File: src/rtl/disp_win_pkg.sv
package disp_win_pkg;

   typedef enum logic [2:0] {
      RG_NONE,
      RG_IDTAB,
      RG_LEGACY,
      RG_MODE,
      RG_EXT
   } region_e;

   typedef enum logic [2:0] {
      ST_IDLE,
      ST_LP_LO,
      ST_LP_HI,
      ST_MR_IDX,
      ST_MR_DAT,
      ST_DONE
   } seq_state_e;

   localparam logic [1:0] SZ_BYTE = 2'd0;
   localparam logic [1:0] SZ_HALF = 2'd1;
   localparam logic [1:0] SZ_WORD = 2'd2;

   localparam logic [31:0] ORDER_LITTLE = 32'h1E1E_1E1E;
   localparam logic [31:0] ORDER_BIG    = 32'hBEBE_BEBE;

endpackage

File: src/rtl/disp_win_decode.sv
module disp_win_decode
   import disp_win_pkg::*;
#(
   parameter int              ADDR_W   = 12,
   parameter bit              ID_EN    = 1'b1,
   parameter bit              EXT_EN   = 1'b1,
   parameter int              ID_BYTES = 384,
   parameter int              LEG_OW   = 5,
   parameter int              MODE_OW  = 5,
   parameter int              EXT_OW   = 3,
   parameter logic [ADDR_W-1:0] LEG_BASE  = 'h400,
   parameter logic [ADDR_W-1:0] MODE_BASE = 'h500,
   parameter logic [ADDR_W-1:0] EXT_BASE  = 'h600
)(
   input  logic [ADDR_W-1:0] addr,
   output region_e           region
);

   logic id_hit, leg_hit, mode_hit, ext_hit;

   assign leg_hit  = (addr[ADDR_W-1:LEG_OW]  == LEG_BASE[ADDR_W-1:LEG_OW]);
   assign mode_hit = (addr[ADDR_W-1:MODE_OW] == MODE_BASE[ADDR_W-1:MODE_OW]);

   generate
      if (ID_EN) begin : g_id
         assign id_hit = (32'(addr) < 32'(ID_BYTES));
      end else begin : g_no_id
         assign id_hit = 1'b0;
      end

      if (EXT_EN) begin : g_ext
         assign ext_hit = (addr[ADDR_W-1:EXT_OW] == EXT_BASE[ADDR_W-1:EXT_OW]);
      end else begin : g_no_ext
         assign ext_hit = 1'b0;
      end
   endgenerate

   always_comb begin
      if (id_hit)        region = RG_IDTAB;
      else if (leg_hit)  region = RG_LEGACY;
      else if (mode_hit) region = RG_MODE;
      else if (ext_hit)  region = RG_EXT;
      else               region = RG_NONE;
   end

endmodule

File: src/rtl/disp_win_ext.sv
module disp_win_ext
   import disp_win_pkg::*;
#(
   parameter int EXT_OW    = 3,
   parameter int SIZE_OFF  = 0,
   parameter int ORDER_OFF = 4
)(
   input  logic              clk,
   input  logic              rst_n,
   input  logic              wr_en,
   input  logic [EXT_OW-1:0] off,
   input  logic [1:0]        size,
   input  logic [31:0]       wdata,
   output logic [31:0]       rdata,
   output logic              be_flag
);

   localparam int          SPAN      = 1 << EXT_OW;
   localparam logic [31:0] SPAN_WORD = 32'(SPAN);

   logic word_acc, at_size, at_order, order_wr;

   assign word_acc = (size == SZ_WORD);
   assign at_size  = (32'(off) == 32'(SIZE_OFF));
   assign at_order = (32'(off) == 32'(ORDER_OFF));
   assign order_wr = wr_en && word_acc && at_order;

   always_comb begin
      rdata = '0;
      if (word_acc) begin
         if (at_size)       rdata = SPAN_WORD;
         else if (at_order) rdata = be_flag ? ORDER_BIG : ORDER_LITTLE;
      end
   end

   always_ff @(posedge clk or negedge rst_n) begin
      if (!rst_n) begin
         be_flag <= 1'b0;
      end else if (order_wr) begin
         if (wdata == ORDER_BIG)         be_flag <= 1'b1;
         else if (wdata == ORDER_LITTLE) be_flag <= 1'b0;
      end
   end

   // the flag moves only after an exact code write to the order register
   a_r8_flag_only_on_code: assert property (@(posedge clk) disable iff (!rst_n)
      (be_flag != $past(be_flag)) |->
         $past(wr_en && word_acc && at_order &&
               (wdata == ORDER_BIG || wdata == ORDER_LITTLE)));

   // the big-endian code sets the flag
   a_r8_big_sets: assert property (@(posedge clk) disable iff (!rst_n)
      (wr_en && word_acc && at_order && wdata == ORDER_BIG) |=> be_flag);

endmodule

File: src/rtl/disp_win_top.sv
module disp_win_top
   import disp_win_pkg::*;
#(
   parameter int              ADDR_W        = 12,
   parameter bit              ID_EN         = 1'b1,
   parameter bit              EXT_EN        = 1'b1,
   parameter int              ID_BYTES      = 384,
   parameter int              LEG_OW        = 5,
   parameter int              MODE_OW       = 5,
   parameter int              EXT_OW        = 3,
   parameter logic [ADDR_W-1:0] LEG_BASE    = 'h400,
   parameter logic [ADDR_W-1:0] MODE_BASE   = 'h500,
   parameter logic [ADDR_W-1:0] EXT_BASE    = 'h600,
   parameter logic [15:0]     PORT_BASE     = 16'h03C0,
   parameter logic [7:0]      REV_PLAIN     = 8'd1,
   parameter logic [7:0]      REV_EXTENDED  = 8'd2,
   localparam int             ID_AW         = $clog2(ID_BYTES),
   localparam int             MIDX_W        = MODE_OW - 1
)(
   input  logic              clk,
   input  logic              rst_n,
   input  logic              req_valid,
   input  logic              req_write,
   input  logic [1:0]        req_size,
   input  logic [ADDR_W-1:0] req_addr,
   input  logic [31:0]       req_wdata,
   output logic              req_ready,
   output logic [31:0]       req_rdata,
   output logic              lp_valid,
   output logic              lp_write,
   output logic [15:0]       lp_port,
   output logic [7:0]        lp_wdata,
   input  logic [7:0]        lp_rdata,
   output logic              mr_idx_we,
   output logic [MIDX_W-1:0] mr_index,
   output logic              mr_dat_en,
   output logic              mr_dat_write,
   output logic [15:0]       mr_wdata,
   input  logic [15:0]       mr_rdata,
   output logic [ID_AW-1:0]  id_addr,
   input  logic [7:0]        id_rdata,
   output logic              be_flag,
   output logic [7:0]        revision
);

   // elaboration-time parameter checks
   generate
      if (LEG_BASE[LEG_OW-1:0] != '0)   begin : g_chk_leg  $error("legacy base not aligned");  end
      if (MODE_BASE[MODE_OW-1:0] != '0) begin : g_chk_mode $error("mode base not aligned");    end
      if (EXT_BASE[EXT_OW-1:0] != '0)   begin : g_chk_ext  $error("ext base not aligned");     end
      if (ID_EN && 32'(LEG_BASE) < ID_BYTES) begin : g_chk_id $error("table overlaps ports"); end
      if (MODE_OW < 2)                  begin : g_chk_mow  $error("mode window too small");    end
      if (EXT_OW < 3)                   begin : g_chk_eow  $error("ext window too small");     end
   endgenerate

   seq_state_e        st;
   region_e           region;
   logic              wr_q, split_q;
   logic [ADDR_W-1:0] off_q;
   logic [15:0]       wdata_q;
   logic [31:0]       rdata_q;
   logic [31:0]       ext_rdata;
   logic              accept, ext_wr, hi_phase;

   disp_win_decode #(
      .ADDR_W(ADDR_W), .ID_EN(ID_EN), .EXT_EN(EXT_EN), .ID_BYTES(ID_BYTES),
      .LEG_OW(LEG_OW), .MODE_OW(MODE_OW), .EXT_OW(EXT_OW),
      .LEG_BASE(LEG_BASE), .MODE_BASE(MODE_BASE), .EXT_BASE(EXT_BASE)
   ) u_decode (
      .addr   (req_addr),
      .region (region)
   );

   assign accept = (st == ST_IDLE) && req_valid;
   assign ext_wr = accept && req_write && (region == RG_EXT);

   disp_win_ext #(.EXT_OW(EXT_OW)) u_ext (
      .clk     (clk),
      .rst_n   (rst_n),
      .wr_en   (ext_wr),
      .off     (req_addr[EXT_OW-1:0]),
      .size    (req_size),
      .wdata   (req_wdata),
      .rdata   (ext_rdata),
      .be_flag (be_flag)
   );

   // request sequencer
   always_ff @(posedge clk or negedge rst_n) begin
      if (!rst_n) begin
         st      <= ST_IDLE;
         wr_q    <= 1'b0;
         split_q <= 1'b0;
         off_q   <= '0;
         wdata_q <= '0;
         rdata_q <= '0;
      end else begin
         unique case (st)
            ST_IDLE: if (req_valid) begin
               wr_q    <= req_write;
               split_q <= (req_size != SZ_BYTE);
               off_q   <= req_addr;
               wdata_q <= req_wdata[15:0];
               rdata_q <= '0;
               unique case (region)
                  RG_LEGACY: st <= ST_LP_LO;
                  RG_MODE:   st <= ST_MR_IDX;
                  RG_EXT: begin
                     st <= ST_DONE;
                     if (!req_write) rdata_q <= ext_rdata;
                  end
                  RG_IDTAB: begin
                     st <= ST_DONE;
                     if (!req_write) rdata_q <= {24'b0, id_rdata};
                  end
                  default:   st <= ST_DONE;
               endcase
            end
            ST_LP_LO: begin
               if (!wr_q) rdata_q[7:0] <= lp_rdata;
               st <= split_q ? ST_LP_HI : ST_DONE;
            end
            ST_LP_HI: begin
               if (!wr_q) rdata_q[15:8] <= lp_rdata;
               st <= ST_DONE;
            end
            ST_MR_IDX: st <= ST_MR_DAT;
            ST_MR_DAT: begin
               if (!wr_q) rdata_q[15:0] <= mr_rdata;
               st <= ST_DONE;
            end
            ST_DONE:   st <= ST_IDLE;
            default:   st <= ST_IDLE;
         endcase
      end
   end

   // legacy port bus
   assign hi_phase = (st == ST_LP_HI);
   assign lp_valid = (st == ST_LP_LO) || hi_phase;
   assign lp_write = lp_valid && wr_q;
   assign lp_port  = PORT_BASE + 16'(off_q[LEG_OW-1:0]) + 16'(hi_phase);
   assign lp_wdata = hi_phase ? wdata_q[15:8] : wdata_q[7:0];

   // mode-register bus
   assign mr_idx_we    = (st == ST_MR_IDX);
   assign mr_index     = off_q[MODE_OW-1:1];
   assign mr_dat_en    = (st == ST_MR_DAT);
   assign mr_dat_write = mr_dat_en && wr_q;
   assign mr_wdata     = wdata_q;

   // identification table and requester side
   assign id_addr   = req_addr[ID_AW-1:0];
   assign req_ready = (st == ST_DONE);
   assign req_rdata = rdata_q;

   generate
      if (EXT_EN) begin : g_rev_ext
         assign revision = REV_EXTENDED;
      end else begin : g_rev_plain
         assign revision = REV_PLAIN;
      end
   endgenerate

   // a back-to-back port cycle always targets the following port
   a_r2_next_port: assert property (@(posedge clk) disable iff (!rst_n)
      (lp_valid && $past(lp_valid)) |-> (lp_port == $past(lp_port) + 16'd1));

   // ready is a single-cycle pulse
   a_r4_ready_pulse: assert property (@(posedge clk) disable iff (!rst_n)
      req_ready |=> !req_ready);

   // a mode data cycle directly follows its index load with the same index
   a_r5_index_first: assert property (@(posedge clk) disable iff (!rst_n)
      mr_dat_en |-> ($past(mr_idx_we) && mr_index == $past(mr_index)));

   // the two downstream buses are never active together
   a_r11_one_bus: assert property (@(posedge clk) disable iff (!rst_n)
      !(lp_valid && (mr_idx_we || mr_dat_en)));

   // no downstream strobe while ready is shown
   a_r4_quiet_at_ready: assert property (@(posedge clk) disable iff (!rst_n)
      req_ready |-> !(lp_valid || mr_idx_we || mr_dat_en));

endmodule

File: config.mk
export PLATFORM = sky130hd
export DESIGN_NAME = disp_win_top
export DESIGN_NICKNAME = d
export VERILOG_FILES = /design/src/rtl/disp_win_pkg.sv /design/src/rtl/disp_win_decode.sv /design/src/rtl/disp_win_ext.sv /design/src/rtl/disp_win_top.sv
export SDC_FILE = /design/constraint.sdc
export NUM_CORES = 1
export LEC_CHECK = 0
export BUFFER_PORTS_ARGS = -buffer_cell sky130_fd_sc_hd__buf_2
export CORE_UTILIZATION = 25
export CTS_CLUSTER_DIAMETER = 150
export DETAILED_ROUTE_END_ITERATION = 16
export PLACE_DENSITY = 0.6
export REMOVE_ABC_BUFFERS = 1
export SYNTH_ARGS = -nofsm -noshare
export SYNTH_HDL_FRONTEND = slang
export SYNTH_SLANG_ARGS = --single-unit
File: constraint.sdc
create_clock -name clk -period 2.7 [get_ports clk]
set_clock_uncertainty 0.15 [all_clocks]
set_input_delay 0.54 -clock clk [delete_from_list [all_inputs] [get_ports clk]]
set_output_delay 0.54 -clock clk [all_outputs]
set_load 0.005 [all_outputs]
# == After elaboration in Yosys (flattened, before gate mapping) ==
# Index checks and enable logic that the tools add are counted.
# W data, S select, Z words.
# totals
register_bits,59
output_inout_bits,100
# classes
n_addsub,2
order_cmp,1
eq_ne,20
n_mux,23
reduce_logical,19
# op_table
operator,count
$mux W32,5
$pmux W32 S2,1
$pmux W8 S3,2
$eq A32 B29 Y1 const B,1
$eq A32 B32 Y1 const B,1
$mux W16,2
$mux W8,3
$mux W3,6
$eq A7 B6 Y1 const B,2
$add A11 B1 Y12,1
$eq A3 B2 Y1 const B,4
$eq A3 B3 Y1 const B,4
$lt A12 B9 Y1 const B,1
$pmux W3 S4,1
$add A10 B5 Y11 const A,1
$eq A9 B8 Y1 const B,1
$ne A2 B2 Y1 const B,4
$reduce_and A4 Y1,2
$logic_and A1 B1 Y1,7
$eq A3 B1 Y1 const B,2
$logic_not A3 Y1,2
$pmux W3 S2,1
$reduce_bool A3 Y1,2
$reduce_and A2 Y1,2
5 further kinds,7

# == Depth between registers and ports, before layout ==
# logic_depth
word_depth,10
ltp_mapped,8
depth_no_buf,6

# == Modules after synthesis ==
# A second synthesis with hierarchy kept.
# hier_totals
hier_cells,383
area_unflattened_um2,3706.1
# by_module_without_submodules
mod,instances,cells_per_inst,area_each_um2
disp_win_top,1,324,3218.1
disp_win_ext,1,52,421.7
disp_win_decode,1,7,66.3

# == Worst setup path before layout ==
# OpenSTA, ideal clock, no wires.
# synth_path
path_type,register to output
startpoint,reg st[1]
endpoint,out lp_port[4]
arrival_time_ps,2005
required_ps,2010
slack_ps,5
path_stages_with_launch,9
n_path_buf,2
path_cell_list,dfrtp_1 buf_2 inv_1 nor3_1 buf_4 ha_1 ha_1 nand3_1 xnor2_1
# synth_via
elab_chain_len,2
# synth_lines
item,line,text
from (decl),disp_win_top.sv:56,seq_state_e st;
from (signal assigned),disp_win_top.sv:121,st <= split_q ? ST_LP_HI : ST_DONE;
$eq A3 B2 Y1,disp_win_top.sv:139,assign hi_phase = (st == ST_LP_HI);
$add A11 B1 Y12,disp_win_top.sv:142,assign lp_port = PORT_BASE + 16'(off_q[LEG_OW-1:0]) + 16'(hi_phase);
to (decl),disp_win_top.sv:31,"output logic [15:0] lp_port,"
# No other way between the ends.

# == Worst setup path after layout ==
# layout_path
startpoint,reg st[0]
endpoint,out lp_port[4]
# The elaborated chain is that of the path after synthesis.

==> results.txt <==
The number of cells on the worst reg-to-reg path works out to 5. The critical path is of the flip-flop to output pin type. After clock tree synthesis, the clock-pin slew on the worst setup and hold paths is 0.06 ns. The first global-routing pass estimated 13600 um of wire. The share of the clock period used by the worst path after layout came out at 0.943. The post-detailed-route wirelength per cell was 14.7 um.

The analysis attributes to cell leakage a power of 1.97 nW. For the pin with the worst max-slew slack, the measured transition is 0.679 ns. The cell with the largest stage delay on the worst path was nor3_2.

Dividing total power by cell area gives a power density of 976 nW/um^2. The tools report the detailed-route DRC error count as 0. The run gives 1226 as the number of filler cells placed in the layout. Gates resized during post-CTS repair numbered 0.

The floorplan has 39 rows. STA classifies the critical path startpoint as a flip-flop. Pin count of the biggest net entering global routing: 46. The worst setup path is captured at an output pin.

The worst reg2reg path startpoint was st[0]. The tools report the number of hold violations in the final report as 0. In the layout the commonest cells are 159 x buf_2, 77 x nand2_1, 45 x dfrtp_1, 22 x conb_1, 13 x a21oi_1.

Yosys printed 0 warnings. Number of levels the H-tree was split into: 2. The initial antenna violation count came out at 1. Slack of the worst reg-to-reg path: 0.47 ns. In this run the worst hold path is classified as input pin to async pin. The number of clock sinks is 45, and the power after layout is 0.00373 W.

In the post-route analysis, the smallest setup slack over all paths is 0.155 ns. The time the final worst path needs with I/O delays and setup is 2.55 ns, and the max-capacitance violation count is 0. Setup violations remaining at the end of the flow were counted as 0. The biggest fanout along the worst timing path was 3. Total global routing track utilization: 0.149. The mapped netlist covers 2920 um^2. The share of synthesized area occupied by flip-flops and latches was 0.385; the worst-case hold slack was 0.201 ns. The area of the placeable core was 11400 um^2; the layout-stage area growth over the synthesis result was 30.6%. In the final timing run, aggregate negative setup slack is 0 ns. Buffers inserted during clock tree synthesis total 5. The first detailed-routing pass ran for 4 iterations. Among the stages of the critical path, the cell type that occurs most often is ha_1.

The detailed-route vias per instance was 4.65; the die outline area was 12100 um^2. Data on the critical path arrives at its endpoint at 1.86 ns. The run finished with clean final reports.

For the initial core utilization, the log shows 0.256. In this design, the stage delay of the slowest critical-path cell is 0.39 ns. Measured along the x axis, the die boundary spans 110 um. 182 I/O pins were placed. Yosys mapped a number of flops with a built-in enable equal to 0. Detailed placement finished with a half-perimeter wire length of 7100 um.

Vertical die dimension: 110 um. The reg-to-reg critical path endpoint is req_rdata[6]. The number of setup buffers added after CTS is 0. After the flow finishes, the layout carries non-filler instances totaling 614. After detailed routing, the total wire length is 9040 um. The overall via count from detail_route is 2853, and the max-slew violation total from the final report is 0. The tools report the worst slack after detailed placement as 0.269 ns. The relative slew slack came out at 0.546. After the last flow step, the layout net total stands at 554. The number of different library cells used by synthesis comes to 50.

The share of post-route cells with drive strength above 1 was 0.406; the post-synthesis async set-or-reset flop share was 1.00. Once detail routing completed, the nets flagged for antenna violations numbered 0. The tools report the peak clock frequency supported by timing as 393 MHz. The number of DRC markers after the initial detailed-route iteration was 130. The worst-case IR drop observed on VDD is 0.000425 V. At the end of routability-driven placement, the weighted congestion stood at 0.862. Most common flop cell mapped by yosys: dfrtp_1. Counting every instance in the synthesized netlist gives 336.

Counting tap cells, the placed design contains a total of 606 instances. After synthesis the netlist holds a flip-flop and latch count of 45. The root buffer selected by CTS was clkbuf_16. In this run the deepest clock path goes through 2 buffers. Data on the critical path is required at its endpoint by 2.01 ns. Setup repair after global routing left no endpoint under its margin. In this run, post-CTS hold repair placed 0 buffers. Synthesized area per cell: 8.70 um^2. TritonCTS built the clock tree.

Leaving out fill and tap cells, the most frequent cell in the layout is buf_2. For this run the aggregate overflow at the end of global routing stands at 0. The number of diodes added for antenna fixing was 0; the via count of the first global-routing pass was 2643. For the worst-skew pair, the clock arrives at the later sink with an insertion delay of 0.28 ns. The number of input and output port buffers inserted works out to 159. Traced cell by cell, the critical path runs through nor3_2 > ha_1 > ha_1 > nand3_1 > xnor2_1 > buf_2.
state kept, by name, indices dropped and copies added, names as in the netlist:
register and count:
off_q 5, mr_wdata 16, wr_q 1, req_rdata 18, st 3, split_q 1
u_ext.be_flag 1
per-layer routing:
metal / wire length [um] / global-route usage
met5: 13 / 0
met4: 54 / 0.0320
met3: 635 / 0.0276
met2: 4300 / 0.266
met1: 4040 / 0.187
kinds of logic after synthesis:
group | Yosys count | share of synthesized area
other cells | 2 | 0.00257
buf+inv | 71 | 0.153
compound gates | 63 | 0.161
fa+ha+maj | 2 | 0.00856
mux | 11 | 0.0424
simple gates | 136 | 0.229
xor+xnor | 6 | 0.0180
flops | 45 | 0.385
critical path: cells and delay by family (launching register included):
family | cells | cell delay (ns)
buffers and inverters | 1 | 0.13
DFF | 1 | 0.38
xor gates and xnor gates | 1 | 0.14
adders and majority gates | 2 | 0.44
and+or+nand+nor | 2 | 0.49
synthesized netlist by cell type (all sizes together), types with 6 or more instances:
cell	n	area, um^2
nand4	7	43.8
dfrtp	45	1130
clkbuf	13	48.8
a21oi	14	73.8
nand3	6	30.0
mux2	11	124
nor2	9	33.8
a22oi	11	82.6
buf	50	368
nor3	6	30.0
nand2	77	289
inv	8	30.0
worst max path at each step:
stage / endpoint / cells after the start / slack (ns) / start
final: lp_port[4] / 6 / 0.15 / st[0]
after global routing: lp_port[4] / 7 / 0.02 / st[1]
after CTS: lp_port[4] / 6 / 0.12 / st[0]
after detailed placement: u_ext.be_flag / 5 / 0.27 / req_wdata[6]
after global placement: u_ext.be_flag / 5 / 0.29 / req_wdata[6]
after floorplan: lp_port[4] / 6 / -0.65 / st[1]
per-stage QoR:
step,cell area (um^2),util
2_1_floorplan,2580,-
3_3_place_gp,3640,0.319
3_5_place_dp,3640,0.319
4_1_cts,3820,0.334
5_1_grt,3820,0.334
6_report,3820,0.334
cell type report:
class	instances	area [um^2]	area share
flip-flops and latches	45	1130	0.295
clock buffers	7	143	0.0374
well taps	143	179	0.0469
inverters	8	30.0	0.00787
clock inverters	1	30.0	0.00787
multi-input cells	240	1430	0.375
repair buffers	170	878	0.230
power breakdown:
group	total, W	switching [W]	internal (W)
logic	0.00183	0.000975	0.000856
registers	0.00119	0.000216	0.000971
clock network	0.000709	0.000247	0.000462
Note: power is estimated with default switching activity, not from simulation.
